`config.mk`:
```
export PLATFORM = sky130hd
export DESIGN_NAME = sap_slave_port
export DESIGN_NICKNAME = d
export VERILOG_FILES = /design/src/rtl/sap_pkg.sv /design/src/rtl/sap_sync_edge.sv /design/src/rtl/sap_slot_timer.sv /design/src/rtl/sap_rx_deser.sv /design/src/rtl/sap_tx_ser.sv /design/src/rtl/sap_slave_port.sv
export SDC_FILE = /design/constraint.sdc
export NUM_CORES = 1
export LEC_CHECK = 0
export BUFFER_PORTS_ARGS = -buffer_cell sky130_fd_sc_hd__buf_2
export CAP_MARGIN = 20
export CORE_UTILIZATION = 35
export CTS_BUF_LIST = sky130_fd_sc_hd__clkbuf_4
export CTS_CLUSTER_DIAMETER = 30
export CTS_CLUSTER_SIZE = 20
export DETAILED_ROUTE_END_ITERATION = 7
export PLACE_DENSITY = 0.53
export SYNTH_ARGS = -nofsm -noshare
export SYNTH_HDL_FRONTEND = slang
export SYNTH_SLANG_ARGS = --single-unit
```
`constraint.sdc`:
```
create_clock -name clk -period 4.3 [get_ports clk]
set_clock_uncertainty 0.05 [all_clocks]
set_input_delay 0.43 -clock clk [delete_from_list [all_inputs] [get_ports clk]]
set_output_delay 0.43 -clock clk [all_outputs]
set_load 0.005 [all_outputs]
```
`src/rtl/sap_pkg.sv`:
```
package sap_pkg;

   typedef enum logic [1:0] {
      SAP_FMT_IIS   = 2'd0,
      SAP_FMT_LJ    = 2'd1,
      SAP_FMT_RJ    = 2'd2,
      SAP_FMT_RJ_B  = 2'd3
   } sap_fmt_e;

   // word length code -> number of bits per slot
   function automatic int unsigned word_bits(input logic [1:0] code);
      case (code)
         2'd0:    return 16;
         2'd1:    return 18;
         2'd2:    return 20;
         default: return 24;
      endcase
   endfunction

   // slot index of the most significant bit
   function automatic int unsigned msb_slot_pos(input logic [1:0] fmt,
                                                input logic [1:0] code,
                                                input int unsigned slot_w);
      if (fmt == SAP_FMT_IIS)     return 1;
      else if (fmt == SAP_FMT_LJ) return 0;
      else                        return slot_w - word_bits(code);
   endfunction

   // 1 when this frame clock level marks the right slot
   function automatic logic level_is_right(input logic [1:0] fmt, input logic fclk);
      if (fmt == SAP_FMT_IIS) return fclk;
      else                    return ~fclk;
   endfunction

endpackage

```
`src/rtl/sap_sync_edge.sv`:
```
module sap_sync_edge #(
   parameter int STAGES = 2,
   parameter int LANES  = 3
) (
   input  logic             clk,
   input  logic             rst_n,
   input  logic [LANES-1:0] async_in,
   output logic [LANES-1:0] sync_out,
   output logic             lane0_rise,
   output logic             lane0_fall
);
   localparam int CHAIN_W = STAGES * LANES;

   generate
      if (STAGES < 2) begin : g_bad_stages
         $error("sap_sync_edge: STAGES must be at least 2");
      end
      if (LANES < 1) begin : g_bad_lanes
         $error("sap_sync_edge: LANES must be at least 1");
      end
   endgenerate

   logic [CHAIN_W-1:0] chain_q;
   logic               lane0_prev_q;

   always_ff @(posedge clk or negedge rst_n) begin
      if (!rst_n) begin
         chain_q      <= '0;
         lane0_prev_q <= 1'b0;
      end else begin
         chain_q      <= {chain_q[CHAIN_W-LANES-1:0], async_in};
         lane0_prev_q <= sync_out[0];
      end
   end

   assign sync_out   = chain_q[CHAIN_W-1 -: LANES];
   assign lane0_rise =  sync_out[0] & ~lane0_prev_q;
   assign lane0_fall = ~sync_out[0] &  lane0_prev_q;

endmodule

```
`src/rtl/sap_slot_timer.sv`:
```
module sap_slot_timer
   import sap_pkg::*;
#(
   parameter int SAMPLE_W = 24,
   parameter int SLOT_W   = 32,
   parameter int CW       = 6
) (
   input  logic          clk,
   input  logic          rst_n,
   input  logic          rise_evt,
   input  logic          fclk_s,
   input  logic [1:0]    fmt_sel,
   input  logic [1:0]    wlen_sel,
   output logic          nxt_start,
   output logic          nxt_right,
   output logic          nxt_ok,
   output logic          in_win,
   output logic          is_last,
   output logic [CW-1:0] bit_ofs,
   output logic [7:0]    shamt,
   output logic          locked
);
   localparam logic [CW-1:0] CNT_MAX = {CW{1'b1}};
   localparam logic [CW-1:0] ONE     = CW'(1);

   logic          fclk_q;
   logic          right_q;
   logic          locked_q;
   logic [CW-1:0] cnt_q;
   logic [CW-1:0] nxt_idx;
   logic [CW-1:0] wb;
   logic [CW-1:0] msb;
   logic [CW-1:0] win_end;

   // index and channel that the coming bit-clock edge belongs to
   always_comb begin
      nxt_start = (fclk_s != fclk_q);
      nxt_ok    = locked_q | nxt_start;
      if (nxt_start)            nxt_idx = '0;
      else if (cnt_q == CNT_MAX) nxt_idx = cnt_q;
      else                      nxt_idx = cnt_q + ONE;
      nxt_right = nxt_start ? level_is_right(fmt_sel, fclk_s) : right_q;
   end

   // data window of the slot
   always_comb begin
      wb      = CW'(word_bits(wlen_sel));
      msb     = CW'(msb_slot_pos(fmt_sel, wlen_sel, SLOT_W));
      win_end = msb + wb;
      in_win  = (nxt_idx >= msb) && (nxt_idx < win_end);
      is_last = in_win && (nxt_idx == (win_end - ONE));
      bit_ofs = nxt_idx - msb;
      shamt   = 8'(SAMPLE_W - int'(word_bits(wlen_sel)));
   end

   always_ff @(posedge clk or negedge rst_n) begin
      if (!rst_n) begin
         fclk_q   <= 1'b0;
         right_q  <= 1'b0;
         locked_q <= 1'b0;
         cnt_q    <= '0;
      end else if (rise_evt) begin
         fclk_q  <= fclk_s;
         right_q <= nxt_right;
         cnt_q   <= nxt_idx;
         if (nxt_start) locked_q <= 1'b1;
      end
   end

   assign locked = locked_q;

endmodule

```
`src/rtl/sap_rx_deser.sv`:
```
module sap_rx_deser #(
   parameter int SAMPLE_W  = 24,
   parameter int ALIGN_MSB = 0
) (
   input  logic                clk,
   input  logic                rst_n,
   input  logic                rise_evt,
   input  logic                sdin_s,
   input  logic                nxt_ok,
   input  logic                nxt_right,
   input  logic                in_win,
   input  logic                is_last,
   input  logic [7:0]          shamt,
   output logic [SAMPLE_W-1:0] rx_left,
   output logic [SAMPLE_W-1:0] rx_right,
   output logic                rx_valid
);
   logic [SAMPLE_W-2:0] shift_q;
   logic [SAMPLE_W-1:0] hold_l_q;
   logic [SAMPLE_W-1:0] left_q;
   logic [SAMPLE_W-1:0] right_q;
   logic                valid_q;
   logic [SAMPLE_W-1:0] word_raw;
   logic [SAMPLE_W-1:0] word_top;
   logic [SAMPLE_W-1:0] word_out;

   assign word_raw = {shift_q, sdin_s};
   assign word_top = word_raw << shamt;

   generate
      if (ALIGN_MSB == 0) begin : g_sign_ext
         logic signed [SAMPLE_W-1:0] top_s;
         assign top_s    = word_top;
         assign word_out = top_s >>> shamt;
      end else begin : g_msb_align
         assign word_out = word_top;
      end
   endgenerate

   always_ff @(posedge clk or negedge rst_n) begin
      if (!rst_n) begin
         shift_q  <= '0;
         hold_l_q <= '0;
         left_q   <= '0;
         right_q  <= '0;
         valid_q  <= 1'b0;
      end else begin
         valid_q <= 1'b0;
         if (rise_evt && nxt_ok && in_win) begin
            shift_q <= word_raw[SAMPLE_W-2:0];
            if (is_last) begin
               if (nxt_right) begin
                  left_q  <= hold_l_q;
                  right_q <= word_out;
                  valid_q <= 1'b1;
               end else begin
                  hold_l_q <= word_out;
               end
            end
         end
      end
   end

   assign rx_left  = left_q;
   assign rx_right = right_q;
   assign rx_valid = valid_q;

endmodule

```
`src/rtl/sap_tx_ser.sv`:
```
module sap_tx_ser #(
   parameter int SAMPLE_W  = 24,
   parameter int CW        = 6,
   parameter int ALIGN_MSB = 0
) (
   input  logic                clk,
   input  logic                rst_n,
   input  logic                fall_evt,
   input  logic                nxt_ok,
   input  logic                nxt_start,
   input  logic                nxt_right,
   input  logic                in_win,
   input  logic [CW-1:0]       bit_ofs,
   input  logic [7:0]          shamt,
   input  logic [SAMPLE_W-1:0] tx_left,
   input  logic [SAMPLE_W-1:0] tx_right,
   output logic                sdout,
   output logic                tx_take
);
   logic [SAMPLE_W-1:0] hold_l_q;
   logic [SAMPLE_W-1:0] hold_r_q;
   logic                sdout_q;
   logic                take_q;
   logic                load;
   logic [SAMPLE_W-1:0] src;
   logic [SAMPLE_W-1:0] vec;
   logic [SAMPLE_W-1:0] vec_sh;
   logic                bit_nxt;

   assign load = nxt_ok && nxt_start && !nxt_right;

   always_comb begin
      if (load)           src = tx_left;
      else if (nxt_right) src = hold_r_q;
      else                src = hold_l_q;
   end

   generate
      if (ALIGN_MSB == 0) begin : g_lsb_src
         assign vec = src << shamt;
      end else begin : g_msb_src
         assign vec = src;
      end
   endgenerate

   assign vec_sh  = vec << bit_ofs;
   assign bit_nxt = nxt_ok && in_win && vec_sh[SAMPLE_W-1];

   always_ff @(posedge clk or negedge rst_n) begin
      if (!rst_n) begin
         hold_l_q <= '0;
         hold_r_q <= '0;
         sdout_q  <= 1'b0;
         take_q   <= 1'b0;
      end else begin
         take_q <= 1'b0;
         if (fall_evt) begin
            sdout_q <= bit_nxt;
            if (load) begin
               hold_l_q <= tx_left;
               hold_r_q <= tx_right;
               take_q   <= 1'b1;
            end
         end
      end
   end

   assign sdout   = sdout_q;
   assign tx_take = take_q;

endmodule

```
`src/rtl/sap_slave_port.sv`:
```
module sap_slave_port #(
   parameter int SAMPLE_W    = 24,
   parameter int SLOT_W      = 32,
   parameter int SYNC_STAGES = 2,
   parameter int ALIGN_MSB   = 0
) (
   input  logic                clk,
   input  logic                rst_n,
   input  logic                bclk_in,
   input  logic                fclk_in,
   input  logic                sdin,
   input  logic [1:0]          fmt_sel,
   input  logic [1:0]          wlen_sel,
   input  logic [SAMPLE_W-1:0] tx_left,
   input  logic [SAMPLE_W-1:0] tx_right,
   output logic                tx_take,
   output logic                sdout,
   output logic [SAMPLE_W-1:0] rx_left,
   output logic [SAMPLE_W-1:0] rx_right,
   output logic                rx_valid
);
   localparam int CW    = $clog2(SLOT_W) + 1;
   localparam int LANES = 3;

   generate
      if (SAMPLE_W < 24) begin : g_bad_sample
         $error("sap_slave_port: SAMPLE_W must hold a 24-bit word");
      end
      if (SLOT_W < SAMPLE_W + 1) begin : g_bad_slot
         $error("sap_slave_port: SLOT_W must exceed SAMPLE_W");
      end
      if (ALIGN_MSB != 0 && ALIGN_MSB != 1) begin : g_bad_align
         $error("sap_slave_port: ALIGN_MSB must be 0 or 1");
      end
   endgenerate

   logic [LANES-1:0] lanes_s;
   logic             rise_evt;
   logic             fall_evt;
   logic             nxt_start;
   logic             nxt_right;
   logic             nxt_ok;
   logic             in_win;
   logic             is_last;
   logic [CW-1:0]    bit_ofs;
   logic [7:0]       shamt;
   logic             locked;

   sap_sync_edge #(
      .STAGES (SYNC_STAGES),
      .LANES  (LANES)
   ) u_sync (
      .clk        (clk),
      .rst_n      (rst_n),
      .async_in   ({sdin, fclk_in, bclk_in}),
      .sync_out   (lanes_s),
      .lane0_rise (rise_evt),
      .lane0_fall (fall_evt)
   );

   sap_slot_timer #(
      .SAMPLE_W (SAMPLE_W),
      .SLOT_W   (SLOT_W),
      .CW       (CW)
   ) u_timer (
      .clk       (clk),
      .rst_n     (rst_n),
      .rise_evt  (rise_evt),
      .fclk_s    (lanes_s[1]),
      .fmt_sel   (fmt_sel),
      .wlen_sel  (wlen_sel),
      .nxt_start (nxt_start),
      .nxt_right (nxt_right),
      .nxt_ok    (nxt_ok),
      .in_win    (in_win),
      .is_last   (is_last),
      .bit_ofs   (bit_ofs),
      .shamt     (shamt),
      .locked    (locked)
   );

   sap_rx_deser #(
      .SAMPLE_W  (SAMPLE_W),
      .ALIGN_MSB (ALIGN_MSB)
   ) u_rx (
      .clk       (clk),
      .rst_n     (rst_n),
      .rise_evt  (rise_evt),
      .sdin_s    (lanes_s[2]),
      .nxt_ok    (nxt_ok),
      .nxt_right (nxt_right),
      .in_win    (in_win),
      .is_last   (is_last),
      .shamt     (shamt),
      .rx_left   (rx_left),
      .rx_right  (rx_right),
      .rx_valid  (rx_valid)
   );

   sap_tx_ser #(
      .SAMPLE_W  (SAMPLE_W),
      .CW        (CW),
      .ALIGN_MSB (ALIGN_MSB)
   ) u_tx (
      .clk       (clk),
      .rst_n     (rst_n),
      .fall_evt  (fall_evt),
      .nxt_ok    (nxt_ok),
      .nxt_start (nxt_start),
      .nxt_right (nxt_right),
      .in_win    (in_win),
      .bit_ofs   (bit_ofs),
      .shamt     (shamt),
      .tx_left   (tx_left),
      .tx_right  (tx_right),
      .sdout     (sdout),
      .tx_take   (tx_take)
   );

endmodule

```
Word level (Yosys, flattened, before mapping)
Cells that the tools add are included.
Storage, ports and cells
  flip-flop bits (word level): 162
  word-level logic and storage cells: 71
Cells by class
  add/sub/neg operators: 6
  magnitude comparators: 2
  equal/unequal tests: 6
  shift-type cells: 4
  mux-type cells: 16
  bitwise operators: 7
  reduce and logical (&&, ||, !) cells: 15
Operator list (number)
  24-bit two-way mux: 2
  24-bit by 8-bit << shifter with 24-bit output: 2
  6-bit two-way mux: 6
  24-bit by 6-bit << shifter with 24-bit output: 1
  24-bit by 8-bit >>> shifter with 24-bit output: 1
  4-bit one-hot mux with 3 select lines: 1
  1-bit logical AND: 8
  1-bit two-way mux: 7
  6-bit by 1-bit adder with 6-bit output, second input constant: 1
  6-bit by 5-bit adder with 6-bit output: 1
  6-bit == test: 1
  6-bit == test, second input constant: 1
  6-bit >= comparator: 1
  6-bit < comparator: 1
  3-bit AND reduction: 2
  5-bit by 5-bit subtractor with 6-bit output, first input constant: 1
  6-bit by 1-bit subtractor with 6-bit output, second input constant: 1
  6-bit subtractor: 1
  6-bit subtractor, first input constant: 1
  2-bit by 1-bit == test with 1-bit output, second input constant: 2
  2-bit zero test: 2
  1-bit NOT: 4
  2-bit AND reduction: 2
  1-bit bitwise AND: 2
  4 further kinds: 4

Depth between registers and ports, before layout
  depth after elaboration: 13
  mapped depth: 22
  gate-level depth less buffers: 16

By module
A second synthesis with hierarchy kept.
Second synthesis, totals
  cell total of the unflattened synthesis: 1458
  area, all modules: 12248.0 um^2
Modules (own cells, without submodules)
  sap_rx_deser: times used 1, cells an instance 798, area an instance 6970.4 um^2, sequential area each 2402.3 um^2
  sap_tx_ser: times used 1, cells an instance 496, area an instance 3791.1 um^2, sequential area each 1251.2 um^2
  sap_slot_timer: times used 1, cells an instance 152, area an instance 1273.7 um^2, sequential area each 225.2 um^2
  sap_sync_edge: times used 1, cells an instance 12, area an instance 212.7 um^2, sequential area each 175.2 um^2

Worst setup path before layout
OpenSTA, ideal clock, no wires.
  kind: input-to-reg
  start: input wlen_sel[1]
  end: register u_rx.left_q[10], in the netlist u_rx.rx_left[10]
  arrival time: 4.620 ns
  required time: 4.122 ns
  setup slack: -0.498 ns
  stages on the path: 19
  buffers on the path: 4
  cells stage by stage: inv_1 ha_1 clkbuf_1 clkbuf_1 clkbuf_1 nand2_1 inv_1 ha_1 inv_1 fa_1 ha_1 o21a_1 o21ai_0 a22oi_1 o21ai_0 nand4b_2 nor4b_4 buf_4 mux2_1
Between the ends
  cells in the longest elaborated chain, start to end: 12
RTL lines
  start: declaration: line sap_slave_port.sv:13  | input logic [1:0] wlen_sel,
  2-bit == test (tied with other cells): line sap_pkg.sv:12  | case (code)
  4-bit one-hot mux with 3 select lines (*): line sap_pkg.sv:12
  6-bit two-way mux: line sap_pkg.sv:25  | else if (fmt == SAP_FMT_LJ) return 0;
  6-bit two-way mux: line sap_pkg.sv:24  | if (fmt == SAP_FMT_IIS) return 1;
  6-bit subtractor: line sap_pkg.sv:26  | else return slot_w - word_bits(code);
  6-bit two-way mux: line sap_pkg.sv:25
  6-bit two-way mux: line sap_pkg.sv:24
  6-bit by 5-bit adder with 6-bit output: line sap_slot_timer.sv:49  | win_end = msb + wb;
  6-bit by 1-bit subtractor with 6-bit output or 6-bit < comparator (tied branches): line sap_slot_timer.sv:51, sap_slot_timer.sv:50
  6-bit == test or 1-bit logical AND (tied branches): line sap_slot_timer.sv:51, sap_slot_timer.sv:50
  1-bit logical AND, on equally long branches: line sap_slot_timer.sv:51, sap_rx_deser.sv:49
  3-bit AND reduction (no line) (*)
  end signal: assignment: line sap_rx_deser.sv:53  | left_q <= hold_l_q;
  end: declaration: line sap_rx_deser.sv:20  | logic [SAMPLE_W-1:0] left_q;
Mark *: on every way between the ends. The rest lies on a longest branch, timed or not. The select of a mux whose other input is x is not followed.
A chain may end at the register's enable or synchronous reset.

Final worst setup path
  start: register u_timer.cnt_q[0]
  end: register u_rx.left_q[17], in the netlist u_rx.rx_left[17]
Between the ends
  cells in the longest elaborated chain, start to end: 7
RTL lines
  start: declaration: line sap_slot_timer.sv:29  | logic [CW-1:0] cnt_q;
  start signal: assignment: line sap_slot_timer.sv:65  | cnt_q <= nxt_idx;
  6-bit by 1-bit adder with 6-bit output or 6-bit == test (tied branches): line sap_slot_timer.sv:41, sap_slot_timer.sv:40
  6-bit two-way mux (*): line sap_slot_timer.sv:40  | else if (cnt_q == CNT_MAX) nxt_idx = cnt_q;
  6-bit two-way mux (*): line sap_slot_timer.sv:39  | if (nxt_start) nxt_idx = '0;
  6-bit >= comparator or 6-bit < comparator (tied branches): line sap_slot_timer.sv:50  | in_win = (nxt_idx >= msb) && (nxt_idx < win_end);
  1-bit logical AND: line sap_slot_timer.sv:50
  1-bit logical AND, on equally long branches: line sap_slot_timer.sv:51, sap_rx_deser.sv:49
  3-bit AND reduction (no line) (*)
Mark *: on every way between the ends. The rest lies on a longest branch, timed or not.

==> impl_results.md <==
* Flip-flop and latch count after synthesis at approximately 160
* Antenna-violating nets left at 0
* Period Utilization, post-route at 0.9391
* Wire per inst at 16.95 µm
* Startpoint types: flop
* Max_slew headroom at 0.4325
* CTS Buf Count at 17
* VDD IR max at 175.6 µV
* Max-slew violation count at 0
* Sequential area share after synthesis at 0.4583
* Final-layout fill cell count at 2,437
* # placed instances at between 1,000 and 1,500
* Clock Sinks at ~160
* Compound-Gate Fraction of Synth Area at 0.1662
* Main combinational cell family by area after synthesis: multiplexers
* Starting Density at 0.3605
* Layout cells sized above 1 at 0.2712
* EDFF count, synth at 0
* Max Buffers Root-to-Sink at 2
* Final hold viol count at 0
* Total track usage at 0.1781
* Largest net degree at the start of global routing at 90
* Worst flop-to-flop path startpoint: u_timer.cnt_q[0]
* Via count at between 6,000 and 7,000
* R2R depth at 16
* Final min period at between 4 and 5 ns
* Status: completed
* Area leader, netlist: dfrtp_1
* Critical Path End Type: flop
* Critical Path Stages at 16
* IO buf count at ~110
* Dpl hpwl at roughly 15 mm
* Register-to-register setup slack at approximately 0.26 ns
* Die X at roughly 160 µm
* Worst Setup SP: u_timer.cnt_q[0]
* GRT overflow at 0
* Worst-Margin Slew at 0.8513 ns
* WS Path Type: reg2reg
* Mean Syn Cell Area at around 11 µm²
* Setup TNS at 0 ns
* Worst-path cell chain: ha_1 > and3_1 > nand3_1 > xor2_1 > nand2_1 > ha_1 > fa_1 > nor2b_1 > o21a_1 > o21a_1 > o41a_1 > nand4b_2 > nor4b_4 > buf_4 > buf_6 > mux2_1
* Post-synthesis mux area share at 0.1739
* Min Hold Slack at between 0.04 and 0.05 ns
* Max-Cap Viols at 0
* Critical path buffers and inverters at 2
* Netlist Area Pre-Place at 8845 µm²
* Root Driver: clkbuf_4
* CTS tree: done
* Data required, critical path at about 4.7 ns
* Synth top area cells: dfrtp_1 (46%), mux2_2 (7.0%), mux2_1 (5.1%)
* CORE AREA at 24,530 µm²
* Antenna violations before repair at 1
* Reg2reg end: u_rx.rx_left[17]
* Vias per cell at ~5.2
* First-pass GRT wire length at roughly 37 mm
* Clk_lat worst skew at 0.59 ns
* Data arrival time of the worst path at about 4.5 ns
* Power Density at 390.9 nW/µm²
* 1st-iter DRT viols at between 300 and 400
* Non-Filler Instances at about 1,300
* Drt drc at 0
* Setup-failing EPs final at 0
* Synth cell types at between 70 and 80
* Post-synthesis xor/xnor area fraction at 0.01966
* Synth top area share at 0.4583
* Async set-reset flop share out of synthesis at 1.000
* Layout Nets at about 1,000
* Number of core rows at 57
* Num ports at 108
* Reg clk slew, reported paths at ~0.17 ns
* Syn Inst Count at around 830
* Worst path max stage delay at ~0.46 ns
* Critical-path maximum fanout at 21
* Total Power at 4115 µW
* Post-Route WL at roughly 22 mm
* Warnings from Yosys at 0
* Vias in the first global route at around 6,900
* Max Clk Rate at 247.6 MHz
* CTS H-Tree Depth at 4
* Synthesized-area fraction occupied by adder cells at 0.03140
* Synth Net Count at 905
* Leakage power at 0.004969 µW
* Slowest cell on the critical path: fa_1
* Area Growth Syn to Fin at 19.04%
* CP endpoint: u_rx.rx_left[17]
* DR pass1 iterations at 5
* Die height at between 150 and 200 µm
* CP top delay family: simple AND/OR/NAND/NOR gates
* GPL Wtd Cong at approximately 0.88
* DIE AREA at between 20,000 and 30,000 µm²
* Synth Area in Simple Gates at 0.1021
* Top FF cell, synth: dfrtp_1
* Hold WC Path Type: in2reg
-- flip-flops by register name (all words and copies together) (netlist names), 6 cells and up --
signal / count
u_rx.hold_l_q: 24
u_rx.rx_left: 24
u_rx.rx_right: 24
u_rx.shift_q: 23
u_sync.chain_q: 6
u_timer.cnt_q: 6
u_tx.hold_l_q: 24
u_tx.hold_r_q: 24
-- cell usage in the layout (no fill, tap or decap), types with 8 or more instances in the layout --
cell           count
mux2_2            55
clkbuf_4          17
nand2_1           79
nor3_1             8
ha_1              19
xnor2_1            9
buf_2            106
xor2_1             9
inv_1             39
a21oi_1           44
o211ai_1          19
buf_4             23
nand3_1           14
dlygate4sd3_1     39
mux2_4            19
o2111ai_1          9
nor2_1            40
o21a_1            12
a32oi_1            8
nand2b_1          14
dfrtp_1          162
o21ai_0           55
mux2_1            40
-- stage by stage --
stage	cell area [µm²]	setup slack, ns	util
final	10530	0.2620	0.4292
after CTS	10500	0.2449	0.4279
after detailed placement	9773	0.1717	0.3984
after floorplan	8877	0.009427	-
after global placement	9773	0.2387	0.3984
after global routing	10530	-0.004762	0.4292
-- per-layer routing --
metal | wire, µm | track usage | vias up | part of all wire
met1 | 10640 | 0.2483 | 3350 | 0.48
met2 | 10360 | 0.2857 | 145 | 0.47
li1 | - | - | 3296 | -
met4 | 278 | 0.05360 | 0 | 0.013
met3 | 861 | 0.02608 | 20 | 0.039
met5 | 0 | 0 | - | 0
-- cells in the mapped netlist, types with 8 or more instances --
cell and instances:
o211ai_1 19, nand2b_1 14, mux2_4 19, inv_1 39, buf_2 15, o21a_1 12
o2111ai_1 9, dfrtp_1 162, xor2_1 9, xnor2_1 9, a32oi_1 8, mux2_2 55
nor3_1 8, o21ai_0 56, mux2_1 40, nand2_1 79, nor2_1 41, nand3_1 14
a21oi_1 45, clkbuf_1 23, ha_1 19
-- timing repair --
item,in CTS,in global routing
resized for setup,0,2
hold buffers,39,0
endpoints found under the hold margin,125,0
setup endpoints to repair,0,15
setup buffers,0,1
-- logic make-up (layout without fill, tap and decap cells) --
family                   Yosys count  in the layout
AO/OA/AOI/OAI                    218            218
XOR/XNOR                          19             19
adder cells (fa/ha/maj)           21             21
buffers and inverters             92            246
flip-flops                       162            162
multiplexers                     126            126
other                              0              1
AND/OR/NAND/NOR                  189            189
-- power by group --
part	internal [µW]	switching, µW
sequential	1710	123
combinational	544	741
clock	335	662
-- how the worst min path moves through the flow --
stage                 startpoint                end  depth (start not counted)
6_report              tx_left[3]   u_tx.hold_l_q[3]                          3
5_1_grt               tx_left[3]   u_tx.hold_l_q[3]                          3
4_1_cts               tx_left[3]   u_tx.hold_l_q[3]                          3
3_5_place_dp   u_sync.chain_q[2]  u_sync.chain_q[5]                          0
3_3_place_gp   u_sync.chain_q[2]  u_sync.chain_q[5]                          0
2_1_floorplan              rst_n   u_rx.hold_l_q[0]                          0
-- area by class of cell --
class	instances	area, µm²	area share
Sequential cell	162	4054	0.3850
Tap cell	324	405.4	0.03850
Inverter	40	150.1	0.01426
Timing Repair Buffer	174	1201	0.1141
Clock buffer	17	127.6	0.01212
Antenna cell	1	2.502	0.0002377
Clock inverter	15	207.7	0.01973
Multi-Input combinational cell	573	4380	0.4160
-- worst min-delay path, cell delays in order --
cell,delay [ns]
buf_2,0.12
nand2_1,0.05
o21ai_0,0.06
(Power assumes the default switching activity.)
